==> src/rtl/fl_pkg.sv <==
// Package: shared widths, control code and the pin-mode type for the
// fastlock timeout controller. Assumes a fixed 4-bit control field in the
// low bits of every programming word.
package fl_pkg;
    localparam int CTL_W     = 4;
    localparam int TOC_W     = 14;
    localparam int CPF_W     = 4;
    localparam int CSR_W     = 2;
    localparam logic [CTL_W-1:0] CTL_MATCH = 4'b1101;
    localparam int TIMED_MIN = 4;

    // Function of the dual-purpose pin, decided by the timeout value.
    typedef enum logic [2:0] {
        PM_HIZ    = 3'd0,
        PM_MANUAL = 3'd1,
        PM_LOW    = 3'd2,
        PM_HIGH   = 3'd3,
        PM_TIMED  = 3'd4
    } pin_mode_e;
endpackage

==> src/rtl/fl_cfg_decode.sv <==
// fl_cfg_decode: recognizes writes for this register and holds the three
// fields. It also reports whether a write starts timed fastlock or stops it.
// Assumes wr_data is stable while wr_en is high; fields update on that edge.
module fl_cfg_decode
    import fl_pkg::*;
#(
    parameter int TOC_WIDTH = TOC_W,
    parameter int CPF_WIDTH = CPF_W,
    parameter int CSR_WIDTH = CSR_W,
    localparam int TOC_LO = CTL_W,
    localparam int CPF_LO = TOC_LO + TOC_WIDTH,
    localparam int CSR_LO = CPF_LO + CPF_WIDTH,
    localparam int WORD_W = CSR_LO + CSR_WIDTH
) (
    input  logic                 clk,
    input  logic                 rst_n,
    input  logic                 wr_en,
    input  logic [WORD_W-1:0]    wr_data,
    output logic [TOC_WIDTH-1:0] toc_q,
    output logic [CPF_WIDTH-1:0] cpf_q,
    output logic [CSR_WIDTH-1:0] csr_q,
    output pin_mode_e            mode,
    output logic                 wr_timed,
    output logic                 wr_static,
    output logic [TOC_WIDTH-1:0] wr_toc
);
    logic hit;

    // Match the control code and split out the incoming timeout field.
    always_comb begin
        hit       = wr_en && (wr_data[CTL_W-1:0] == CTL_MATCH);
        wr_toc    = wr_data[TOC_LO +: TOC_WIDTH];
        wr_timed  = hit && (wr_toc >= TOC_WIDTH'(TIMED_MIN));
        wr_static = hit && (wr_toc <  TOC_WIDTH'(TIMED_MIN));
    end

    // Field storage, loaded on an accepted write.
    always_ff @(posedge clk) begin
        if (!rst_n) begin
            toc_q <= '0;
            cpf_q <= '0;
            csr_q <= '0;
        end else if (hit) begin
            toc_q <= wr_toc;
            cpf_q <= wr_data[CPF_LO +: CPF_WIDTH];
            csr_q <= wr_data[CSR_LO +: CSR_WIDTH];
        end
    end

    // Classify the stored timeout value into a pin mode.
    always_comb begin
        case (toc_q)
            TOC_WIDTH'(0): mode = PM_HIZ;
            TOC_WIDTH'(1): mode = PM_MANUAL;
            TOC_WIDTH'(2): mode = PM_LOW;
            TOC_WIDTH'(3): mode = PM_HIGH;
            default:       mode = PM_TIMED;
        endcase
    end

    // a word with a foreign control code changes no field.
    p_foreign_ignored_r1: assert property (@(posedge clk) disable iff (!rst_n)
        (wr_en && wr_data[CTL_W-1:0] != CTL_MATCH) |=>
            $stable({toc_q, cpf_q, csr_q}));

    // an accepted word lands its timeout field in storage.
    p_toc_captured_r2: assert property (@(posedge clk) disable iff (!rst_n)
        (wr_en && wr_data[CTL_W-1:0] == CTL_MATCH) |=>
            toc_q == $past(wr_data[TOC_LO +: TOC_WIDTH]));
endmodule

==> src/rtl/fl_event_timer.sv <==
// fl_event_timer: down-counter of comparison events for timed fastlock.
// It loads twice the timeout value on a timed write or on a gated restart,
// and counts down once per event. running is high while the count is nonzero.
// Priority: clear, then load, then restart, then count. Assumes restart_en is
// already qualified by timed mode.
module fl_event_timer #(
    parameter int TOC_WIDTH = 14,
    localparam int CNT_W = TOC_WIDTH + 1
) (
    input  logic                 clk,
    input  logic                 rst_n,
    input  logic                 clr,
    input  logic                 load,
    input  logic [TOC_WIDTH-1:0] load_val,
    input  logic                 restart_en,
    input  logic [TOC_WIDTH-1:0] reload_val,
    input  logic                 evt,
    output logic                 running
);
    logic [CNT_W-1:0] cnt_q;

    // Event counter with load, reload and clear.
    always_ff @(posedge clk) begin
        if (!rst_n)
            cnt_q <= '0;
        else if (clr)
            cnt_q <= '0;
        else if (load)
            cnt_q <= {load_val, 1'b0};
        else if (restart_en)
            cnt_q <= {reload_val, 1'b0};
        else if (evt && cnt_q != '0)
            cnt_q <= cnt_q - CNT_W'(1);
    end

    // Running flag, derived from the count.
    always_comb running = (cnt_q != '0);

    // a load sets a count of twice the value (even, half equals value).
    p_load_double_r6: assert property (@(posedge clk) disable iff (!rst_n)
        (load && !clr) |=> ((cnt_q >> 1) == CNT_W'($past(load_val))) && !cnt_q[0]);

    // each event while running removes exactly one from the count.
    p_step_one_r6: assert property (@(posedge clk) disable iff (!rst_n)
        (!clr && !load && !restart_en && evt && running) |=> cnt_q == $past(cnt_q) - CNT_W'(1));

    // without events or control the count holds.
    p_hold_r6: assert property (@(posedge clk) disable iff (!rst_n)
        (!clr && !load && !restart_en && !evt) |=> $stable(cnt_q));

    // a restart reloads twice the stored value.
    p_restart_reload_r7: assert property (@(posedge clk) disable iff (!rst_n)
        (restart_en && !load && !clr) |=> (cnt_q >> 1) == CNT_W'($past(reload_val)));
endmodule

==> src/rtl/fl_out_stage.sv <==
// fl_out_stage: maps the pin mode and timer state onto the pin, the active
// flag and the loop control codes. Purely combinational; all inputs come
// from registers, so outputs change one edge after their cause.
module fl_out_stage
    import fl_pkg::*;
#(
    parameter int CPF_WIDTH = 4,
    parameter int CSR_WIDTH = 2
) (
    input  logic                 clk,
    input  logic                 rst_n,
    input  pin_mode_e            mode,
    input  logic                 running,
    input  logic [CPF_WIDTH-1:0] cpf_q,
    input  logic [CSR_WIDTH-1:0] csr_q,
    output logic                 pin_do,
    output logic                 pin_oe,
    output logic                 fl_active,
    output logic [CPF_WIDTH-1:0] cp_code,
    output logic [CSR_WIDTH-1:0] csr_code
);
    logic csr_legal;

    // Pin function and active flag per mode.
    always_comb begin
        pin_do    = 1'b0;
        pin_oe    = 1'b1;
        fl_active = 1'b0;
        case (mode)
            PM_HIZ:    pin_oe = 1'b0;
            PM_MANUAL: fl_active = 1'b1;
            PM_LOW:    pin_do = 1'b0;
            PM_HIGH:   pin_do = 1'b1;
            PM_TIMED: begin
                fl_active = running;
                pin_do    = !running;
            end
            default:   pin_oe = 1'b0;
        endcase
    end

    // Only rate codes 1 and 2 are meaningful; 0 and reserved 3 disable.
    always_comb csr_legal = (csr_q == CSR_WIDTH'(1)) || (csr_q == CSR_WIDTH'(2));

    // Loop control codes, presented only during fastlock.
    always_comb begin
        cp_code  = fl_active ? cpf_q : '0;
        csr_code = (fl_active && csr_legal) ? csr_q : '0;
    end

    // high-impedance mode never enables the pin or fastlock.
    p_hiz_quiet_r3: assert property (@(posedge clk) disable iff (!rst_n)
        (mode == PM_HIZ) |-> (!pin_oe && !fl_active && cp_code == '0));

    // manual mode forces fastlock with the pin driven low.
    p_manual_forced_r4: assert property (@(posedge clk) disable iff (!rst_n)
        (mode == PM_MANUAL) |-> (fl_active && pin_oe && !pin_do));

    // in timed mode the pin is the inverse of the active flag.
    p_pin_timed_r8: assert property (@(posedge clk) disable iff (!rst_n)
        (mode == PM_TIMED) |-> (pin_oe && (pin_do != fl_active)));

    // the reserved code never reaches the output, nor any code when idle.
    p_csr_legal_r10: assert property (@(posedge clk) disable iff (!rst_n)
        (csr_code != 2'b11) && (fl_active || csr_code == '0));
endmodule

==> src/rtl/fl_timeout_ctrl.sv <==
// fl_timeout_ctrl: top of the fastlock timeout controller. Decodes the
// control-register write, runs the comparison-event timer and drives the
// dual-purpose pin and the loop control codes. Synchronous active-low reset.
module fl_timeout_ctrl
    import fl_pkg::*;
#(
    parameter int TOC_WIDTH = TOC_W,
    parameter int CPF_WIDTH = CPF_W,
    parameter int CSR_WIDTH = CSR_W,
    localparam int WORD_W = CTL_W + TOC_WIDTH + CPF_WIDTH + CSR_WIDTH
) (
    input  logic                 clk,
    input  logic                 rst_n,
    input  logic                 wr_en,
    input  logic [WORD_W-1:0]    wr_data,
    input  logic                 cmp_evt,
    input  logic                 restart,
    output logic                 pin_do,
    output logic                 pin_oe,
    output logic                 fl_active,
    output logic [CPF_WIDTH-1:0] cp_code,
    output logic [CSR_WIDTH-1:0] csr_code
);
    logic [TOC_WIDTH-1:0] toc_q;
    logic [TOC_WIDTH-1:0] wr_toc;
    logic [CPF_WIDTH-1:0] cpf_q;
    logic [CSR_WIDTH-1:0] csr_q;
    pin_mode_e            mode;
    logic                 wr_timed;
    logic                 wr_static;
    logic                 restart_en;
    logic                 running;

    fl_cfg_decode #(
        .TOC_WIDTH(TOC_WIDTH),
        .CPF_WIDTH(CPF_WIDTH),
        .CSR_WIDTH(CSR_WIDTH)
    ) u_decode (
        .clk       (clk),
        .rst_n     (rst_n),
        .wr_en     (wr_en),
        .wr_data   (wr_data),
        .toc_q     (toc_q),
        .cpf_q     (cpf_q),
        .csr_q     (csr_q),
        .mode      (mode),
        .wr_timed  (wr_timed),
        .wr_static (wr_static),
        .wr_toc    (wr_toc)
    );

    // Restart counts only when the stored setting is timed fastlock.
    always_comb restart_en = restart && (mode == PM_TIMED);

    fl_event_timer #(
        .TOC_WIDTH(TOC_WIDTH)
    ) u_timer (
        .clk        (clk),
        .rst_n      (rst_n),
        .clr        (wr_static),
        .load       (wr_timed),
        .load_val   (wr_toc),
        .restart_en (restart_en),
        .reload_val (toc_q),
        .evt        (cmp_evt),
        .running    (running)
    );

    fl_out_stage #(
        .CPF_WIDTH(CPF_WIDTH),
        .CSR_WIDTH(CSR_WIDTH)
    ) u_out (
        .clk       (clk),
        .rst_n     (rst_n),
        .mode      (mode),
        .running   (running),
        .cpf_q     (cpf_q),
        .csr_q     (csr_q),
        .pin_do    (pin_do),
        .pin_oe    (pin_oe),
        .fl_active (fl_active),
        .cp_code   (cp_code),
        .csr_code  (csr_code)
    );

    // a timed write always turns fastlock on at the next edge.
    p_timed_start_r6: assert property (@(posedge clk) disable iff (!rst_n)
        wr_timed |=> fl_active);

    // the gain code is visible exactly while fastlock is active.
    p_gain_gated_r9: assert property (@(posedge clk) disable iff (!rst_n)
        !fl_active |-> (cp_code == '0));
endmodule

==> config.mk <==
export PLATFORM = sky130hd
export DESIGN_NAME = fl_timeout_ctrl
export DESIGN_NICKNAME = d
export VERILOG_FILES = /design/src/rtl/fl_pkg.sv /design/src/rtl/fl_cfg_decode.sv /design/src/rtl/fl_event_timer.sv /design/src/rtl/fl_out_stage.sv /design/src/rtl/fl_timeout_ctrl.sv
export SDC_FILE = /design/constraint.sdc
export NUM_CORES = 1
export LEC_CHECK = 0
export BUFFER_PORTS_ARGS = -buffer_cell sky130_fd_sc_hd__clkbuf_2
export CORE_MARGIN = 8
export CORE_UTILIZATION = 33
export CTS_CLUSTER_DIAMETER = 60
export CTS_CLUSTER_SIZE = 10
export DETAILED_ROUTE_END_ITERATION = 16
export PLACE_DENSITY = 0.5
export SLEW_MARGIN = 20
export SYNTH_ARGS = -nofsm -noshare
export SYNTH_HDL_FRONTEND = slang
export SYNTH_SLANG_ARGS = --single-unit
==> constraint.sdc <==
create_clock -name clk -period 3.1 [get_ports clk]
set_input_delay 0.62 -clock clk [delete_from_list [all_inputs] [get_ports clk]]
set_output_delay 0.62 -clock clk [all_outputs]
set_load 0.005 [all_outputs]
### Word-level counts from Yosys, hierarchy flattened

Index checks and enable logic that the tools add are counted.

* divide/modulo/power cells: 0
* shifts and indexed selects: 0
* multipliers: 0
* add/sub/neg operators: 1
* multiplexer cells: 9
* equal/unequal tests: 10
* bitwise gates (word level): 1
* magnitude comparators: 2
* reduce and logical (&&, ||, !) cells: 14

Operators by type and width (number)
* $mux 15: 3
* $eq 14x2->1 const B: 2
* $reduce_bool 15->1: 1
* $sub 15x1->15 const B: 1
* $eq 14x1->1 const B: 1
* $ge 14x3->1 const B: 1
* $logic_not 14->1: 1
* $lt 14x3->1 const B: 1
* $pmux 3 s4: 1
* $reduce_or 4->1: 2
* $eq 3x2->1 const B: 2
* $logic_and 1x1->1: 6
* $eq 4x4->1 const B: 1
* $mux 4: 1
* $pmux 1 s2: 2
* $eq 3x1->1 const B: 1
* $eq 3x3->1 const B: 1
* $reduce_bool 3->1: 1
* $eq 2x1->1 const B: 1
* $eq 2x2->1 const B: 1
* $mux 2: 1
* $reduce_or 2->1: 1
* $logic_not 1->1: 1
* $logic_or 1x1->1: 1
* 2 further kinds: 2

* bits in registers: 35
* word-level logic and storage cells: 42
* bits in writable memories: 0
* ROM bits: 0
* memories: 0
* latch bits: 0
* output and inout port bits: 9

### Longest topological paths before layout

* depth in word-level cells: 6
* gate-level depth with buffers: 8
* depth with buffers taken out: 7

### By module

A second synthesis with hierarchy kept.

* cells, all modules: 263
* area total of the unflattened synthesis: 2197.1 um^2

Modules (own cells, without submodules)
* fl_cfg_decode: seq. area each 400.4 um^2, area an instance 997.2 um^2, cells each 117, times used 1
* fl_event_timer: seq. area each 300.3 um^2, area an instance 977.2 um^2, cells each 123, times used 1
* fl_out_stage: seq. area each 0.0 um^2, area an instance 210.2 um^2, cells each 22, times used 1
* fl_timeout_ctrl: seq. area each 0.0 um^2, area an instance 12.5 um^2, cells each 1, times used 1

### Least setup slack after synthesis

OpenSTA, ideal clock, no wires.

* path kind: reg-to-output
* start: reg u_decode.toc_q[13]
* end: out csr_code[1]
* stages on the path, launching flop included: 5
* path slack: 0.750 ns
* data required time: 2.480 ns
* arrival: 1.730 ns
* cells stage by stage: dfxtp_1 -> or4_4 -> or3_1 -> a21oi_2 -> and3b_1

* word-level cells in the longest chain between the ends: 6
* elaborated cells between the ends (all ways): 10
* classes of those cells: eq/ne (5); mux (3); reduce/logical (2)

Ends and longest elaborated chain
* start: declaration: line fl_cfg_decode.sv:19 `output logic [TOC_WIDTH-1:0] toc_q,`
* start signal: assignment: line fl_cfg_decode.sv:44 `toc_q <= wr_toc;`
* $eq 14x2->1, or another cell as far along: line fl_cfg_decode.sv:52 `case (toc_q)`
* $pmux 3 s4 (*): line fl_cfg_decode.sv:52
* $eq 3x3->1 / $eq 3x1->1 (equally long branches): line fl_out_stage.sv:29 `case (mode)`
* $pmux 1 s2 (*): line fl_out_stage.sv:29
* net fl_active: line fl_timeout_ctrl.sv:20 `output logic fl_active,`
* $logic_and 1x1->1 (*): line fl_out_stage.sv:48 `csr_code = (fl_active && csr_legal) ? csr_q : '0;`
* $mux 2 (*): line fl_out_stage.sv:48
* end: declaration: line fl_timeout_ctrl.sv:22 `output logic [CSR_WIDTH-1:0] csr_code`

The timed path passes the listed nets; every way through them passes the cells marked *.

### Final worst setup path

* start: reg u_decode.toc_q[6]
* end: out csr_code[1]

* word-level cells in the longest chain between the ends: 6
* elaborated cells between the ends (all ways): 10
* classes of those cells: eq/ne (5); mux (3); reduce/logical (2)

Ends and longest elaborated chain (line)
* $eq 14x2->1, or another cell as far along: fl_cfg_decode.sv:52
* $pmux 3 s4 (*): fl_cfg_decode.sv:52
* $eq 3x3->1 / $eq 3x1->1 (equally long branches): fl_out_stage.sv:29
* $pmux 1 s2 (*): fl_out_stage.sv:29
* $logic_and 1x1->1 (*): fl_out_stage.sv:48
* $mux 2 (*): fl_out_stage.sv:48

Every way passes the cells marked *; elsewhere a longest branch is shown, timed or not.

==> flow_summary.yaml <==
run:
  max_cap_viol_count: 0
power:
  p_leak_nw: 0.9169
  p_comb_share_pct: 44.7
  p_sw_share_pct: 38.22
  irDropWorstVdd_mv: 0.3023
  pwr-share-clk_pct: 20.8
  power_density_nw_per_um2: 765.9
  p_seq_share_pct: 34.5
  internal_power_mw: 1.115
  p_sw_uw: 690.0
drt:
  drc: 0
  wl_per_cell_um: 16.01
  vias: 1912
  drt_first_iter_violations: 134
  viasPerCell: 5.253
  drt-pass1-iter-count: 5
  antenna_left: 0
  routed_wl_um: 5827
sta:
  period_share_pct: 94.76
  finalSetupViolCount: 0
  fin_worst_skew_ns: 0.004905
  period_needed_ns: 2.938
  slew_headroom_pct: 59.79
  fmax_mhz: 340.4
  finalHoldViolations: 0
  worstMarginPinSlew_ns: 0.6031
  fin_tns_setup_ns: 0
  slew_viol_final: 0
  rsz0062_at_grt: "no"
yosys:
  synth_commonest_cells: "53 x nand2_1, 35 x dfxtp_1, 20 x nor2_1, 17 x a21oi_1, 10 x clkbuf_1"
  synth_edf_count: 0
  yosys.area.top_type: "dfxtp_1"
  synth_seq_cells: 35
  synthCells: 248
  yosysUniqueCellTypes: 55
  synth_top_area_share_pct: 35.67
  syn-num-nets: 278
  yosysWarnings: 0
  synthFlopType: "dfxtp_1"
  synthTopCellsByArea: "dfxtp_1 36%, nand2_1 10%, a21oi_1 4.3%"
  synthArstFlopShare_pct: 0
  synth.most_common_cell: "nand2_1"
  ys_seq_area_share_pct: 35.67
  syn_area_um2: 1964
  avgSynthCellArea_um2: 7.921
clock_network:
  clkSinkCount: 35
  cts_setup_buffers: 0
  path_clk_slew_ns: 0.07
  cts_max_path_buffers: 2
  clock_latency_ns: 0.29
  cts_root_buf: "clkbuf_8"
  cts_buffers: 5
  cts_tree: "done"
  holdBufCountCts: 0
  cts_htree_levels: 2
  post_cts_resized: 0
cells_and_area:
  n_antenna_cell: 0
  final_nets: 318
  fin_area_um2: 2357
  nFillCells: 592
  drive_above_1_share_pct: 22.49
  area_growth_pct: 20.00
global_routing:
  grtUsageMet3_pct: 3.285
  grt_pass1_vias: 1901
  antenna_found_initial: 0
  use_met2_pct: 21.18
  grt.overflow.total: 0
  gr-usage-all-layers_pct: 14.08
  grt_max_degree: 22
  grt_pass1_wl_um: 9853
  top_usage_layer: "met2"
  grt_use_met1_pct: 19.32
setup_path:
  critPathCaptureType: "output pin"
  path_max_fanout: 7
  cp.required_ns: 2.48
  cp_data_arrival_time_ns: 2.32
  path_class: "reg -> out"
  cp-start-kind: "flip-flop"
placed_design:
  gp_congestion: 0.7978
  dpl_cell_area_um2: 2257
  hpwlAfterDp_um: 4425
  port_buffers: 37
hold_path:
  hp-class: "reg -> reg"
outcome:
  status: "completed"
floorplan:
  start_util_pct: 33.58
  rows: 28
  pin_count: 38
  core_um2: 5851
  die_width_um: 93.16
  die_h_um: 93.16
  dieArea_um2: 8678
[cell usage in the layout, fill, tap and decap left out, types with 3 or more instances in the layout]
master and count:
buf_4 9, a32oi_1 5, nand2_1 53, clkbuf_8 7, xnor2_1 3, inv_1 6
a211oi_1 3, a21boi_0 7, and2_1 6, o21ai_0 6, dfxtp_1 35, nor2_1 20
nor4_1 4, nand3_1 8, o31a_1 3, or3_1 4, nand4_1 4, clkbuf_2 37
a21oi_1 17, xor2_1 4, nor3_1 4, o311a_1 3
[final cells by class]
type	count	area, um2	area share, %
inverter	6	22.52	0.9554
sequential	35	700.7	29.72
multi-input combinational	194	1187	50.37
clock buffer	8	100.1	4.246
tap	75	93.84	3.981
timing repair buffer	46	252.7	10.72
[layer usage]
metal	vias to the layer above	share of wire (%)
met5	-	0
met2	40	46
met1	884	49
met3	8	3.8
met4	0	1.6
li1	980	-
[worst paths after layout]
check | slack [ns] | cells past startpoint | startpoint | end
hold / removal | 0.46 | 2 | u_decode.cpf_q[2] | u_decode.cpf_q[2]
setup / recovery | 0.16 | 5 | u_decode.toc_q[6] | csr_code[1]
setup reg to reg | 0.90 | 5 | u_decode.toc_q[6] | u_timer.cnt_q[9]
hold reg to reg | 0.46 | 2 | u_decode.cpf_q[2] | u_decode.cpf_q[2]
[logic make-up after synthesis]
group           Yosys count  share of synthesized area, %
compound gates           64                         24.40
xor+xnor                  7                         3.121
fa+ha+maj                 1                        0.6368
buf+inv                  19                         4.140
flops                    35                         35.67
mux                       2                         1.083
simple gates            120                         30.96
[state kept, by name (all words and copies together), names as in the netlist]
register        count
u_decode.toc_q     14
u_decode.cpf_q      4
u_decode.csr_q      2
u_timer.cnt_q      15
[through the flow]
stage | utilization, % | cells | hold slack [ns] | total power [mW] | setup slack [ns]
after floorplan | - | 248 | 0.4317 | 1.199 | 0.7499
after global placement | 38.58 | 356 | 0.4506 | 1.441 | 0.5125
after detailed placement | 38.58 | 356 | 0.4495 | 1.437 | 0.4703
after CTS | 40.29 | 364 | 0.4601 | 1.812 | 0.1536
after global routing | 40.29 | 364 | 0.4873 | 1.930 | 0.07750
final | 40.29 | 364 | 0.4594 | 1.805 | 0.1623
[power by group through the flow]
stage | Clock [mW] | Combinational [mW] | Sequential [mW]
after floorplan | 0 | 0.598 | 0.601
after global placement | 0 | 0.808 | 0.633
after detailed placement | 0 | 0.805 | 0.632
after CTS | 0.381 | 0.810 | 0.621
after global routing | 0.399 | 0.895 | 0.636
final | 0.376 | 0.807 | 0.623
[critical path, stage by stage (launching register included)]
cell and delay [ns]:
dfxtp_1 0.33, or4_1 0.61, or3_1 0.43, a21oi_2 0.34
and3b_1 0.21, clkbuf_2 0.11
Power figures use the tool's default switching activity.
